==> src/rtl/msi_pkg.sv <==
package msi_pkg;

    // Defaults shared by the collector and its sub-blocks
    localparam int unsigned MSI_NUM_BANKS  = 8;
    localparam int unsigned MSI_BANK_BITS  = 32;
    localparam int unsigned MSI_ADDR_W     = 12;
    localparam int unsigned MSI_VEC_W      = 16;

    // Which register a register-port address selects
    typedef enum logic [2:0] {
        FLD_NONE = 3'd0,
        FLD_MLO  = 3'd1,
        FLD_MHI  = 3'd2,
        FLD_EN   = 3'd3,
        FLD_MASK = 3'd4,
        FLD_STAT = 3'd5
    } msi_fld_e;

endpackage

==> src/rtl/msi_reg_decode.sv <==
module msi_reg_decode
    import msi_pkg::*;
#(
    parameter int unsigned ADDR_W      = MSI_ADDR_W,
    parameter int unsigned NUM_BANKS   = MSI_NUM_BANKS,
    parameter int unsigned MATCH_LO    = 32'h820,
    parameter int unsigned BANK_BASE   = 32'h828,
    parameter int unsigned BANK_STRIDE = 12,
    localparam int unsigned IDX_W      = (NUM_BANKS > 1) ? $clog2(NUM_BANKS) : 1
) (
    input  logic [ADDR_W-1:0] reg_addr,
    output msi_fld_e          fld_o,
    output logic [IDX_W-1:0]  idx_o
);

    localparam int unsigned MATCH_HI = MATCH_LO + 4;

    // Exact-compare decode: each bank owns three word addresses
    always_comb begin
        fld_o = FLD_NONE;
        idx_o = '0;
        if (reg_addr == ADDR_W'(MATCH_LO)) begin
            fld_o = FLD_MLO;
        end else if (reg_addr == ADDR_W'(MATCH_HI)) begin
            fld_o = FLD_MHI;
        end
        for (int b = 0; b < int'(NUM_BANKS); b++) begin
            if (reg_addr == ADDR_W'(BANK_BASE + b * BANK_STRIDE)) begin
                fld_o = FLD_EN;
                idx_o = IDX_W'(b);
            end else if (reg_addr == ADDR_W'(BANK_BASE + b * BANK_STRIDE + 4)) begin
                fld_o = FLD_MASK;
                idx_o = IDX_W'(b);
            end else if (reg_addr == ADDR_W'(BANK_BASE + b * BANK_STRIDE + 8)) begin
                fld_o = FLD_STAT;
                idx_o = IDX_W'(b);
            end
        end
    end

endmodule

==> src/rtl/msi_msg_decode.sv <==
module msi_msg_decode #(
    parameter int unsigned NUM_BANKS = 8,
    parameter int unsigned BANK_BITS = 32,
    parameter int unsigned VEC_W     = 16,
    parameter int unsigned MADDR_W   = 64,
    localparam int unsigned TOTAL    = NUM_BANKS * BANK_BITS,
    localparam int unsigned BIT_W    = $clog2(BANK_BITS),
    localparam int unsigned SEL_W    = (NUM_BANKS > 1) ? $clog2(NUM_BANKS) : 1
) (
    input  logic                                msg_valid,
    input  logic [MADDR_W-1:0]                  msg_addr,
    input  logic [VEC_W-1:0]                    msg_vector,
    input  logic [MADDR_W-1:0]                  match_addr,
    output logic [NUM_BANKS-1:0][BANK_BITS-1:0] set_o
);

    logic             in_range;
    logic             hit;
    logic [SEL_W-1:0] bank_sel;
    logic [BIT_W-1:0] bit_sel;

    assign in_range = (32'(msg_vector) < 32'(TOTAL));
    assign hit      = msg_valid && (msg_addr == match_addr) && in_range;
    assign bank_sel = SEL_W'(msg_vector >> BIT_W);
    assign bit_sel  = msg_vector[BIT_W-1:0];

    // One one-hot set word per bank
    for (genvar g = 0; g < NUM_BANKS; g++) begin : g_bank_set
        assign set_o[g] = (hit && bank_sel == SEL_W'(g))
                        ? (BANK_BITS'(1) << bit_sel) : '0;
    end

endmodule

==> src/rtl/msi_bank.sv <==
module msi_bank #(
    parameter int unsigned BANK_BITS = 32
) (
    input  logic                 clk,
    input  logic                 rst_n,
    input  logic                 en_wr,
    input  logic                 mask_wr,
    input  logic                 stat_wr,
    input  logic                 stat_rd,
    input  logic [BANK_BITS-1:0] wdata,
    input  logic [BANK_BITS-1:0] set_i,
    output logic [BANK_BITS-1:0] en_o,
    output logic [BANK_BITS-1:0] mask_o,
    output logic [BANK_BITS-1:0] pend_o
);

    typedef struct packed {
        logic [BANK_BITS-1:0] en;
        logic [BANK_BITS-1:0] mask;
        logic [BANK_BITS-1:0] stat;
    } bank_st_t;

    bank_st_t             s_d, s_q;
    logic [BANK_BITS-1:0] clr;

    always_comb begin
        s_d = s_q;
        clr = '0;
        if (en_wr) begin
            s_d.en   = wdata;
            s_d.mask = s_q.mask & ~(wdata & ~s_q.en);
        end
        if (mask_wr) begin
            s_d.mask = wdata;
        end
        if (stat_wr) begin
            clr = wdata;
        end else if (stat_rd) begin
            clr = s_q.stat & ~s_q.mask;
        end
        // A capture in the same cycle overrides any clear of that bit
        s_d.stat = (s_q.stat & ~clr) | (set_i & s_q.en);
    end

    always_ff @(posedge clk) begin
        if (!rst_n) begin
            s_q.en   <= '0;
            s_q.mask <= '1;
            s_q.stat <= '0;
        end else begin
            s_q <= s_d;
        end
    end

    assign en_o   = s_q.en;
    assign mask_o = s_q.mask;
    assign pend_o = s_q.stat & ~s_q.mask;

    // a status bit only rises where an enabled capture was offered
    p_capture_gate_r4: assert property (@(posedge clk) disable iff (!rst_n)
        1'b1 |=> ((s_q.stat & ~$past(s_q.stat) & ~$past(set_i & s_q.en)) == '0));

    // newly enabled vectors leave the write unmasked
    p_unmask_r5: assert property (@(posedge clk) disable iff (!rst_n)
        en_wr |=> ((s_q.en & ~$past(s_q.en) & s_q.mask) == '0));

    // write-one-to-clear with no capture pending
    p_w1c_r6: assert property (@(posedge clk) disable iff (!rst_n)
        (stat_wr && set_i == '0) |=> ((s_q.stat & $past(wdata)) == '0));

    // a service read keeps only the masked status bits
    p_read_clear_r7: assert property (@(posedge clk) disable iff (!rst_n)
        (stat_rd && set_i == '0) |=> (s_q.stat == ($past(s_q.stat) & $past(s_q.mask))));

    // an enabled capture survives any same-cycle clear
    p_set_wins_r10: assert property (@(posedge clk) disable iff (!rst_n)
        ((set_i & s_q.en) != '0) |=>
            ((s_q.stat & $past(set_i & s_q.en)) == $past(set_i & s_q.en)));

endmodule

==> src/rtl/msi_collector.sv <==
module msi_collector
    import msi_pkg::*;
#(
    parameter int unsigned NUM_BANKS   = MSI_NUM_BANKS,
    parameter int unsigned BANK_BITS   = MSI_BANK_BITS,
    parameter int unsigned ADDR_W      = MSI_ADDR_W,
    parameter int unsigned VEC_W       = MSI_VEC_W,
    parameter int unsigned MATCH_LO    = 32'h820,
    parameter int unsigned BANK_BASE   = 32'h828,
    parameter int unsigned BANK_STRIDE = 12,
    localparam int unsigned DW         = BANK_BITS,
    localparam int unsigned MADDR_W    = 2 * DW,
    localparam int unsigned IDX_W      = (NUM_BANKS > 1) ? $clog2(NUM_BANKS) : 1
) (
    input  logic               clk,
    input  logic               rst_n,
    input  logic               reg_wr,
    input  logic               reg_rd,
    input  logic [ADDR_W-1:0]  reg_addr,
    input  logic [DW-1:0]      reg_wdata,
    output logic [DW-1:0]      reg_rdata,
    input  logic               msg_valid,
    input  logic [MADDR_W-1:0] msg_addr,
    input  logic [VEC_W-1:0]   msg_vector,
    output logic               irq_o
);

    typedef struct packed {
        logic [DW-1:0] mlo;
        logic [DW-1:0] mhi;
        logic [DW-1:0] rdata;
        logic          irq;
    } top_st_t;

    top_st_t    t_d, t_q;
    msi_fld_e   fld;
    logic [IDX_W-1:0] idx;
    logic       rd_go;

    logic [NUM_BANKS-1:0][BANK_BITS-1:0] set_w, en_w, mask_w, pend_w;
    logic [NUM_BANKS-1:0]                en_wr, mask_wr, stat_wr, stat_rd;
    logic                                any_pend;

    assign rd_go = reg_rd && !reg_wr;

    msi_reg_decode #(
        .ADDR_W      (ADDR_W),
        .NUM_BANKS   (NUM_BANKS),
        .MATCH_LO    (MATCH_LO),
        .BANK_BASE   (BANK_BASE),
        .BANK_STRIDE (BANK_STRIDE)
    ) u_reg_decode (
        .reg_addr (reg_addr),
        .fld_o    (fld),
        .idx_o    (idx)
    );

    msi_msg_decode #(
        .NUM_BANKS (NUM_BANKS),
        .BANK_BITS (BANK_BITS),
        .VEC_W     (VEC_W),
        .MADDR_W   (MADDR_W)
    ) u_msg_decode (
        .msg_valid  (msg_valid),
        .msg_addr   (msg_addr),
        .msg_vector (msg_vector),
        .match_addr ({t_q.mhi, t_q.mlo}),
        .set_o      (set_w)
    );

    for (genvar g = 0; g < NUM_BANKS; g++) begin : g_bank
        logic here;
        assign here       = (idx == IDX_W'(g));
        assign en_wr[g]   = reg_wr && here && (fld == FLD_EN);
        assign mask_wr[g] = reg_wr && here && (fld == FLD_MASK);
        assign stat_wr[g] = reg_wr && here && (fld == FLD_STAT);
        assign stat_rd[g] = rd_go  && here && (fld == FLD_STAT);

        msi_bank #(
            .BANK_BITS (BANK_BITS)
        ) u_bank (
            .clk     (clk),
            .rst_n   (rst_n),
            .en_wr   (en_wr[g]),
            .mask_wr (mask_wr[g]),
            .stat_wr (stat_wr[g]),
            .stat_rd (stat_rd[g]),
            .wdata   (reg_wdata),
            .set_i   (set_w[g]),
            .en_o    (en_w[g]),
            .mask_o  (mask_w[g]),
            .pend_o  (pend_w[g])
        );
    end

    assign any_pend = |pend_w;

    always_comb begin
        t_d     = t_q;
        t_d.irq = any_pend;
        if (reg_wr) begin
            if (fld == FLD_MLO) t_d.mlo = reg_wdata;
            if (fld == FLD_MHI) t_d.mhi = reg_wdata;
        end
        if (rd_go) begin
            unique case (fld)
                FLD_MLO:  t_d.rdata = t_q.mlo;
                FLD_MHI:  t_d.rdata = t_q.mhi;
                FLD_EN:   t_d.rdata = en_w[idx];
                FLD_MASK: t_d.rdata = mask_w[idx];
                FLD_STAT: t_d.rdata = pend_w[idx];
                default:  t_d.rdata = '0;
            endcase
        end
    end

    always_ff @(posedge clk) begin
        if (!rst_n) begin
            t_q <= '0;
        end else begin
            t_q <= t_d;
        end
    end

    assign reg_rdata = t_q.rdata;
    assign irq_o     = t_q.irq;

    // the line follows the banks' pending words one cycle later
    p_irq_rise_r9: assert property (@(posedge clk) disable iff (!rst_n)
        any_pend |=> irq_o);
    p_irq_fall_r9: assert property (@(posedge clk) disable iff (!rst_n)
        !any_pend |=> !irq_o);

    // out-of-range vectors never reach a bank
    p_range_r8: assert property (@(posedge clk) disable iff (!rst_n)
        (32'(msg_vector) >= 32'(NUM_BANKS * BANK_BITS)) |-> (set_w == '0));

endmodule

==> config.mk <==
export PLATFORM = sky130hd
export DESIGN_NAME = msi_collector
export DESIGN_NICKNAME = d
export VERILOG_FILES = /design/src/rtl/msi_pkg.sv /design/src/rtl/msi_reg_decode.sv /design/src/rtl/msi_msg_decode.sv /design/src/rtl/msi_bank.sv /design/src/rtl/msi_collector.sv
export SDC_FILE = /design/constraint.sdc
export NUM_CORES = 2
export LEC_CHECK = 0
export ABC_CLOCK_PERIOD_IN_PS = 8800
export BUFFER_PORTS_ARGS = -buffer_cell sky130_fd_sc_hd__buf_2
export CAP_MARGIN = 40
export CELL_PAD_IN_SITES_DETAIL_PLACEMENT = 0
export CELL_PAD_IN_SITES_GLOBAL_PLACEMENT = 1
export CORE_ASPECT_RATIO = 0.7
export CORE_MARGIN = 2
export CORE_UTILIZATION = 35
export DETAILED_ROUTE_END_ITERATION = 8
export PLACE_DENSITY_LB_ADDON = 0.25
export SYNTH_ARGS = -nofsm -noshare
export SYNTH_HDL_FRONTEND = slang
export SYNTH_SLANG_ARGS = --single-unit
==> constraint.sdc <==
create_clock -name clk -period 8.8 [get_ports clk]
set_input_delay 1.32 -clock clk [delete_from_list [all_inputs] [get_ports clk]]
set_output_delay 1.32 -clock clk [all_outputs]
set_load 0.03 [all_outputs]
* Word-level counts from Yosys, hierarchy flattened
Index checks and enable logic that the tools add are counted.
Storage, ports and cells: register bits 865, latch bits 0, RAM bits 0, memory bits (read-only) 0, input port bits 129, output and inout port bits 33, logic and storage cells 324, memories kept 0
Operators by class: add/sub/neg operators 0, multiply operators 0, divide/modulo/power cells 0, order comparisons 2, equality and inequality tests 46, shift operators 1, multiplexer cells 94, bitwise operators 80, reductions and logical operators 73
Operators by type and width (count):
- $mux W32 | 43
- $and A32 B32 Y32 | 40
- $not A32 Y32 | 32
- $eq A12 B12 Y1 const B | 26
- $bmux W32 S3 | 3
- $or A32 B32 Y32 | 8
- $reduce_or A256 Y1 | 1
- $pmux W32 S5 | 1
- $mux W3 | 45
- $eq A64 B64 Y1 | 1
- $logic_and A1 B1 Y1 | 59
- $shl A1 B5 Y32 const A | 1
- $eq A3 B3 Y1 const B | 10
- $eq A3 B2 Y1 const B | 6
- $lt A16 B9 Y1 const B | 1
- $reduce_bool A2 Y1 | 8
- $eq A3 B1 Y1 const B | 3
- $logic_not A3 Y1 | 2
- $lt A3 B4 Y1 const B | 1
- $reduce_and A2 Y1 | 2
- $mux W2 | 1
- $logic_not A1 Y1 | 1
- $mux W1 | 1

* Logic depth before layout (Yosys ltp)
depth after elaboration 34, gate-level depth with buffers 14, gate-level depth less buffers 8

* By module
Synthesis repeated with hierarchy kept, for this count alone.
Second synthesis, totals: cells, all modules 6870, area, all modules 60075.1 sq um
Modules (own cells, without submodules):
- msi_bank | times used 8, cells an instance 582, area an instance 5346.4 sq um, sequential area each 1921.8 sq um
- msi_collector | times used 1, cells an instance 1358, area an instance 11158.2 sq um, sequential area each 1941.9 sq um
- msi_msg_decode | times used 1, cells an instance 793, area an instance 5761.8 sq um, sequential area each 0.0 sq um
- msi_reg_decode | times used 1, cells an instance 63, area an instance 384.1 sq um, sequential area each 0.0 sq um

* Worst setup path after synthesis
No wires, ideal clock.
path type input to register, start point input reg_addr[4], end point register g_bank[4].u_bank.s_q[10] (netlist name), library setup time 115 ps, data arrival time 3729 ps, data required time 8685 ps, setup slack 4956 ps, cell stages on the path 12, path buffers 4, cell sequence buf_6 -> buf_6 -> or4b_4 -> nor2_2 -> a31oi_1 -> and2_1 -> buf_2 -> nor3_2 -> nand4_1 -> clkbuf_1 -> o211a_1 -> o21a_1
Between the ends: longest elaborated chain between the ends 34
Ends and longest elaborated chain:
- start, declared | line msi_collector.sv:19 | input logic [ADDR_W-1:0] reg_addr,
- $eq A12 B12 Y1 | line msi_reg_decode.sv:24 | end else if (reg_addr == ADDR_W'(MATCH_HI)) begin
- $mux W2 | line msi_reg_decode.sv:24
- $mux W3 | line msi_reg_decode.sv:22 | if (reg_addr == ADDR_W'(MATCH_LO)) begin
- $mux W3 | line msi_reg_decode.sv:34 | end else if (reg_addr == ADDR_W'(BANK_BASE + b * BANK_STRIDE + 8)) begin
- $mux W3 | line msi_reg_decode.sv:31 | end else if (reg_addr == ADDR_W'(BANK_BASE + b * BANK_STRIDE + 4)) begin
- $mux W3 | line msi_reg_decode.sv:28 | if (reg_addr == ADDR_W'(BANK_BASE + b * BANK_STRIDE)) begin
- $mux W3 | line msi_reg_decode.sv:34
- $mux W3 | line msi_reg_decode.sv:31
- [18 not listed]
- $mux W3 | line msi_reg_decode.sv:28
- $eq A3 B3 Y1 | line msi_collector.sv:76, msi_collector.sv:77
- $logic_and A1 B1 Y1 | line msi_collector.sv:77 | assign stat_rd[g] = rd_go && here && (fld == FLD_STAT);
- $mux W32 | line msi_bank.sv:38 | end else if (stat_rd) begin
- $mux W32 * | line msi_bank.sv:36 | if (stat_wr) begin
- $not A32 Y32 * | line msi_bank.sv:42 | s_d.stat = (s_q.stat & ~clr) | (set_i & s_q.en);
- $and A32 B32 Y32 * | line msi_bank.sv:42
- $or A32 B32 Y32 * | line msi_bank.sv:42
- end, declared | line msi_bank.sv:23 | bank_st_t s_d, s_q;
Mark *: on every way between the ends. The rest lies on a longest branch, timed or not. A chain may end at the register's enable or synchronous reset.

* Worst setup path in the final report
start point input reg_addr[4], end point register g_bank[4].u_bank.s_q, in the netlist g_bank[4].u_bank.mask_o[13]
Between the ends: longest elaborated chain between the ends 30
Ends and longest elaborated chain (line):
- $eq A12 B12 Y1 | msi_reg_decode.sv:24
- $mux W2 | msi_reg_decode.sv:24
- $mux W3 | msi_reg_decode.sv:22
- $mux W3 | msi_reg_decode.sv:34
- $mux W3 | msi_reg_decode.sv:31
- $mux W3 | msi_reg_decode.sv:28
- $mux W3 | msi_reg_decode.sv:34
- $mux W3 | msi_reg_decode.sv:31
- [14 not listed]
- $mux W3 | msi_reg_decode.sv:31
- $mux W3 | msi_reg_decode.sv:28
- $mux W3 | msi_reg_decode.sv:34
- $mux W3 | msi_reg_decode.sv:31
- $mux W3 | msi_reg_decode.sv:28
- $eq A3 B3 Y1 / $eq A3 B2 Y1 (equally long branches) | msi_collector.sv:75, msi_collector.sv:74
- $logic_and A1 B1 Y1, on equally long branches | msi_collector.sv:75, msi_collector.sv:74
- $mux W32 / $reduce_bool A2 Y1 (equally long branches)
Parallel ways exist; a longest one is shown, timed or not.

==> results.tsv <==
stage	metric	value	unit
status	outcome	finished, final reports clean	
global_routing	GR Util met3	0.1230	
global_routing	All-Layer GR Usage	0.3412	
worst_setup_path	end of the worst register-to-register path	g_bank[0].u_bank.s_q[14]	
yosys	syn_nets	6244	
clock_tree	total clock sinks	865	
worst_setup_path	critical path fanouts, max	46	
power_and_ir_drop	Pleak	17.91	nW
clock_tree	TritonCTS clock tree	built	
place	gpl congestion	0.9806	
worst_setup_path	Buf+Inv Stages, Crit Path	3	
finish	fin nets	6077	
power_and_ir_drop	Power Density	162.7	nW/um^2
worst_setup_path	R2R Setup Slk	4.94	ns
power_and_ir_drop	sw frac	0.2524	
job	Max Cap Violations	0	
worst_setup_path	CP required	9.33	ns
clock_tree	htree depth	3	
timing	Final TNS setup	0	ns
place	PortBufs	161	
global_routing	vias in the first global route	42430	
clock_tree	Hold Buf Count CTS	0	
power_and_ir_drop	Power Internal	6.371	mW
finish	Layout area overhead	12.10	%
power_and_ir_drop	VDD IR max	0.1318	mV
power_and_ir_drop	Final Power	8.522	mW
worst_setup_path	Crit path largest cell delay	0.72	ns
global_routing	pin count of the biggest net entering global routing	213	
yosys	fraction of registers with async set/reset	0	
worst_setup_path	Arrival @ worst endpoint	5.94	ns
yosys	largest family of logic cells by synthesized area	compound AO/OA/AOI/OAI gates	
clock_tree	total CTS buffers	96	
die	full die area	136500	sq um
clock_tree	post-cts sizing count	0	
worst_setup_path	Critical Path Sink	g_bank[4].u_bank.mask_o[13]	
global_routing	grt total ovfl	0	
yosys	Cell variety after synth	76	
yosys	synthesized flop and latch total	865	
route	routed vias	48780	
timing	final setup fails	0	
route	residual DRC count	0	
finish	Final Cell Area	52380	sq um
route	Antenna Nets Post-Route	0	
timing	Tmin final	5.405	ns
timing	RSZ-0062 raised after global routing	false	
clock_tree	Max clock buf depth	3	
power_and_ir_drop	sequential fraction of design power	0.460	
yosys	Main synth FF type	dfxtp_1	
route	WL per Instance	30.96	um
die	die width	440.7	um
die	core area	132800	sq um
worst_setup_path	Crit path max-delay family	simple AND/OR/NAND/NOR gates	
power_and_ir_drop	P_sw	2.151	mW
worst_setup_path	Worst setup startpoint	reg_addr[4]	
worst_setup_path	worst-path cell chain	buf_2 -> xnor2_1 -> a211oi_1 -> o2111ai_1 -> and2_1 -> nand4b_1 -> buf_4 -> nor2_4 -> buf_4 -> o211ai_1	
yosys	Compound-Gate Fraction of Synth Area	0.2913	
finish	most frequent cells in the layout	nand2_1 (1466), dfxtp_1 (865), a21boi_0 (343)	
yosys	Simple-Gate Fraction of Synth Area	0.2661	
power_and_ir_drop	Clk pwr share	0.486	
finish	share of post-route cells with drive strength above 1	0.09283	
global_routing	first-pass GRT wire length	335.6	mm
yosys	yosys warns	0	
die	Starting Density	0.3517	
route	DR iter-0 viols	7441	
yosys	fraction of the mapped netlist area in adder cells	0	
route	first drt pass iteration count	6	
place	Cells after DPL	7613	
timing	Setup Skew	0.03851	ns
worst_setup_path	Setup crit end kind	register	
global_routing	initial antenna violation count	16	
yosys	number of synthesized flops with an enable pin	0	
timing	Hold Fails Final Rpt	0	
worst_setup_path	reg2reg path depth	8	
worst_setup_path	most used cell, CP	buf_4	
worst_setup_path	Setup Crit Path Kind	in -> reg	
die	Die Span Y	309.7	um
die	io pins	162	
yosys	Synth Cell Area	46720	sq um
finish	Post-Layout Cell Count	7803	
yosys	Synth Area in XOR/XNOR	0.008811	
clock_tree	Root Driver	clkbuf_16	
timing	Final Cycle Share	0.6142	
yosys	cells after synthesis	6115	
timing	FMAX	185.0	MHz
route	total wire length	241.6	mm
place	post-DP HPWL	159.6	mm
min_path	hold depth	2	
place	Placed Area	49220	sq um
worst_setup_path	CP Launch Type	primary input	
finish	commonest non-fill, non-tap cell in the layout	nand2_1	
yosys	post-synthesis sequential area ratio	0.3706	
timing	slew at the pin closest to its max-slew limit	1.294	ns
global_routing	busiest grt layer	met1	
clock_tree	Worst-Skew Late Latency	0.72	ns
power_and_ir_drop	Comb pwr share	0.054	
worst_setup_path	r2r startpoint	t_q[91]	
worst_setup_path	Crit path depth	10	
yosys	Avg Cell Area, Syn	7.640	sq um
clock_tree	Reg clk slew, reported paths	0.06	ns
timing	Final Max Slew Viols	0	
min_path	worst hold-check path type	reg -> reg	
route	Vias/cell	6.251	
global_routing	met1 GRT Util	0.5144	
die	row count	112	
timing	max_slew headroom	0.1375	
worst_setup_path	slowest CP cell	buf_4	
yosys	portion of netlist area occupied by mux cells	0.007954	
global_routing	met2 Use GR	0.4416	
clock_tree	post-CTS setup repair buffer count	0	
==> synthesized netlist by cell type, types with 33 or more instances <==
master | number | area share
nand3_1 | 181 | 0.019
nand2b_1 | 196 | 0.026
nand3b_1 | 90 | 0.014
nor3_1 | 95 | 0.010
o22ai_1 | 140 | 0.019
o31ai_1 | 67 | 0.011
o221ai_1 | 57 | 0.011
buf_2 | 66 | 0.0071
inv_1 | 33 | 0.0027
a21boi_0 | 343 | 0.055
dfxtp_1 | 865 | 0.37
a311oi_1 | 42 | 0.0079
nand2_1 | 1476 | 0.12
nor2_1 | 328 | 0.026
a31oi_1 | 34 | 0.0046
mux2i_1 | 36 | 0.0077
o211a_1 | 195 | 0.042
o21a_1 | 196 | 0.031
nor4_1 | 55 | 0.0074
o2111ai_1 | 39 | 0.0073
a21oi_1 | 86 | 0.0092
o211ai_1 | 176 | 0.028
o21ai_0 | 217 | 0.023
nand4_1 | 38 | 0.0051
nor2b_1 | 198 | 0.027
xnor2_1 | 45 | 0.0084
clkbuf_1 | 476 | 0.038
==> area by class of cell <==
cell class              count  area (sq um)
inverters                  33         123.9
fillers                 13630         80470
clock inverters            21         220.2
multi-input cells        4625         27170
flip-flops and latches    865         17320
diodes                     14         35.03
well taps                1767          2211
clock buffers             151          2873
repair buffers            327          2421
==> power groups by stage <==
stage	sequential [mW]	combinational [mW]	clock [mW]
6_report	3.92	0.462	4.14
5_1_grt	3.91	0.473	4.33
4_1_cts	3.92	0.445	4.18
3_5_place_dp	4.00	0.444	0
3_3_place_gp	4.00	0.442	0
2_1_floorplan	4.00	0.244	0
==> logic make-up (layout without fill, tap and decap cells) <==
logic type | after synthesis | count (layout)
flip-flops | 865 | 865
AND/OR/NAND/NOR | 2732 | 2732
other | 0 | 14
multiplexers | 37 | 37
AO/OA/AOI/OAI | 1809 | 1809
buffers and inverters | 625 | 532
XOR/XNOR | 47 | 47
==> worst min-delay path, stage by stage (launching register included) <==
cell      delay, ns
dfxtp_1        0.30
o21ai_0        0.06
a21boi_0       0.07
==> layer usage <==
layer | up-vias | share of wire
met5 | - | 0.00099
met4 | 4 | 0.030
met3 | 426 | 0.14
met2 | 3140 | 0.37
met1 | 23810 | 0.45
li1 | 21400 | -
==> sequential cells by signal, summed over array words and instances (netlist names) <==
| register | count |
|---|---|
| g_bank.u_bank.mask_o | 256 |
| reg_rdata | 32 |
| g_bank.u_bank.s_q | 256 |
| g_bank.u_bank.en_o | 256 |
| t_q | 64 |
| irq_o | 1 |
==> worst min-delay path by stage <==
stage                                   from                  endpoint  slack, ns
finish               g_bank[5].u_bank.s_q[7]   g_bank[5].u_bank.s_q[7]       0.48
global route        g_bank[5].u_bank.s_q[26]  g_bank[5].u_bank.s_q[26]       0.51
CTS                                  t_q[87]                   t_q[87]       0.48
detailed placement                   t_q[87]                   t_q[87]       0.47
global placement    g_bank[5].u_bank.s_q[10]  g_bank[5].u_bank.s_q[10]       0.46
floorplan            g_bank[5].u_bank.s_q[0]   g_bank[5].u_bank.s_q[0]       0.45
==> stage by stage <==
step / hold WS, ns / setup WS (ns) / utilization
floorplan: 0.4505 / 4.956 / -
global placement: 0.4644 / 2.335 / 0.3665
detailed placement: 0.4708 / 2.920 / 0.3705
CTS: 0.4782 / 3.649 / 0.3938
global route: 0.5074 / 3.162 / 0.3940
finish: 0.4806 / 3.395 / 0.3943
No activity file was read; power rests on OpenSTA's default activity.
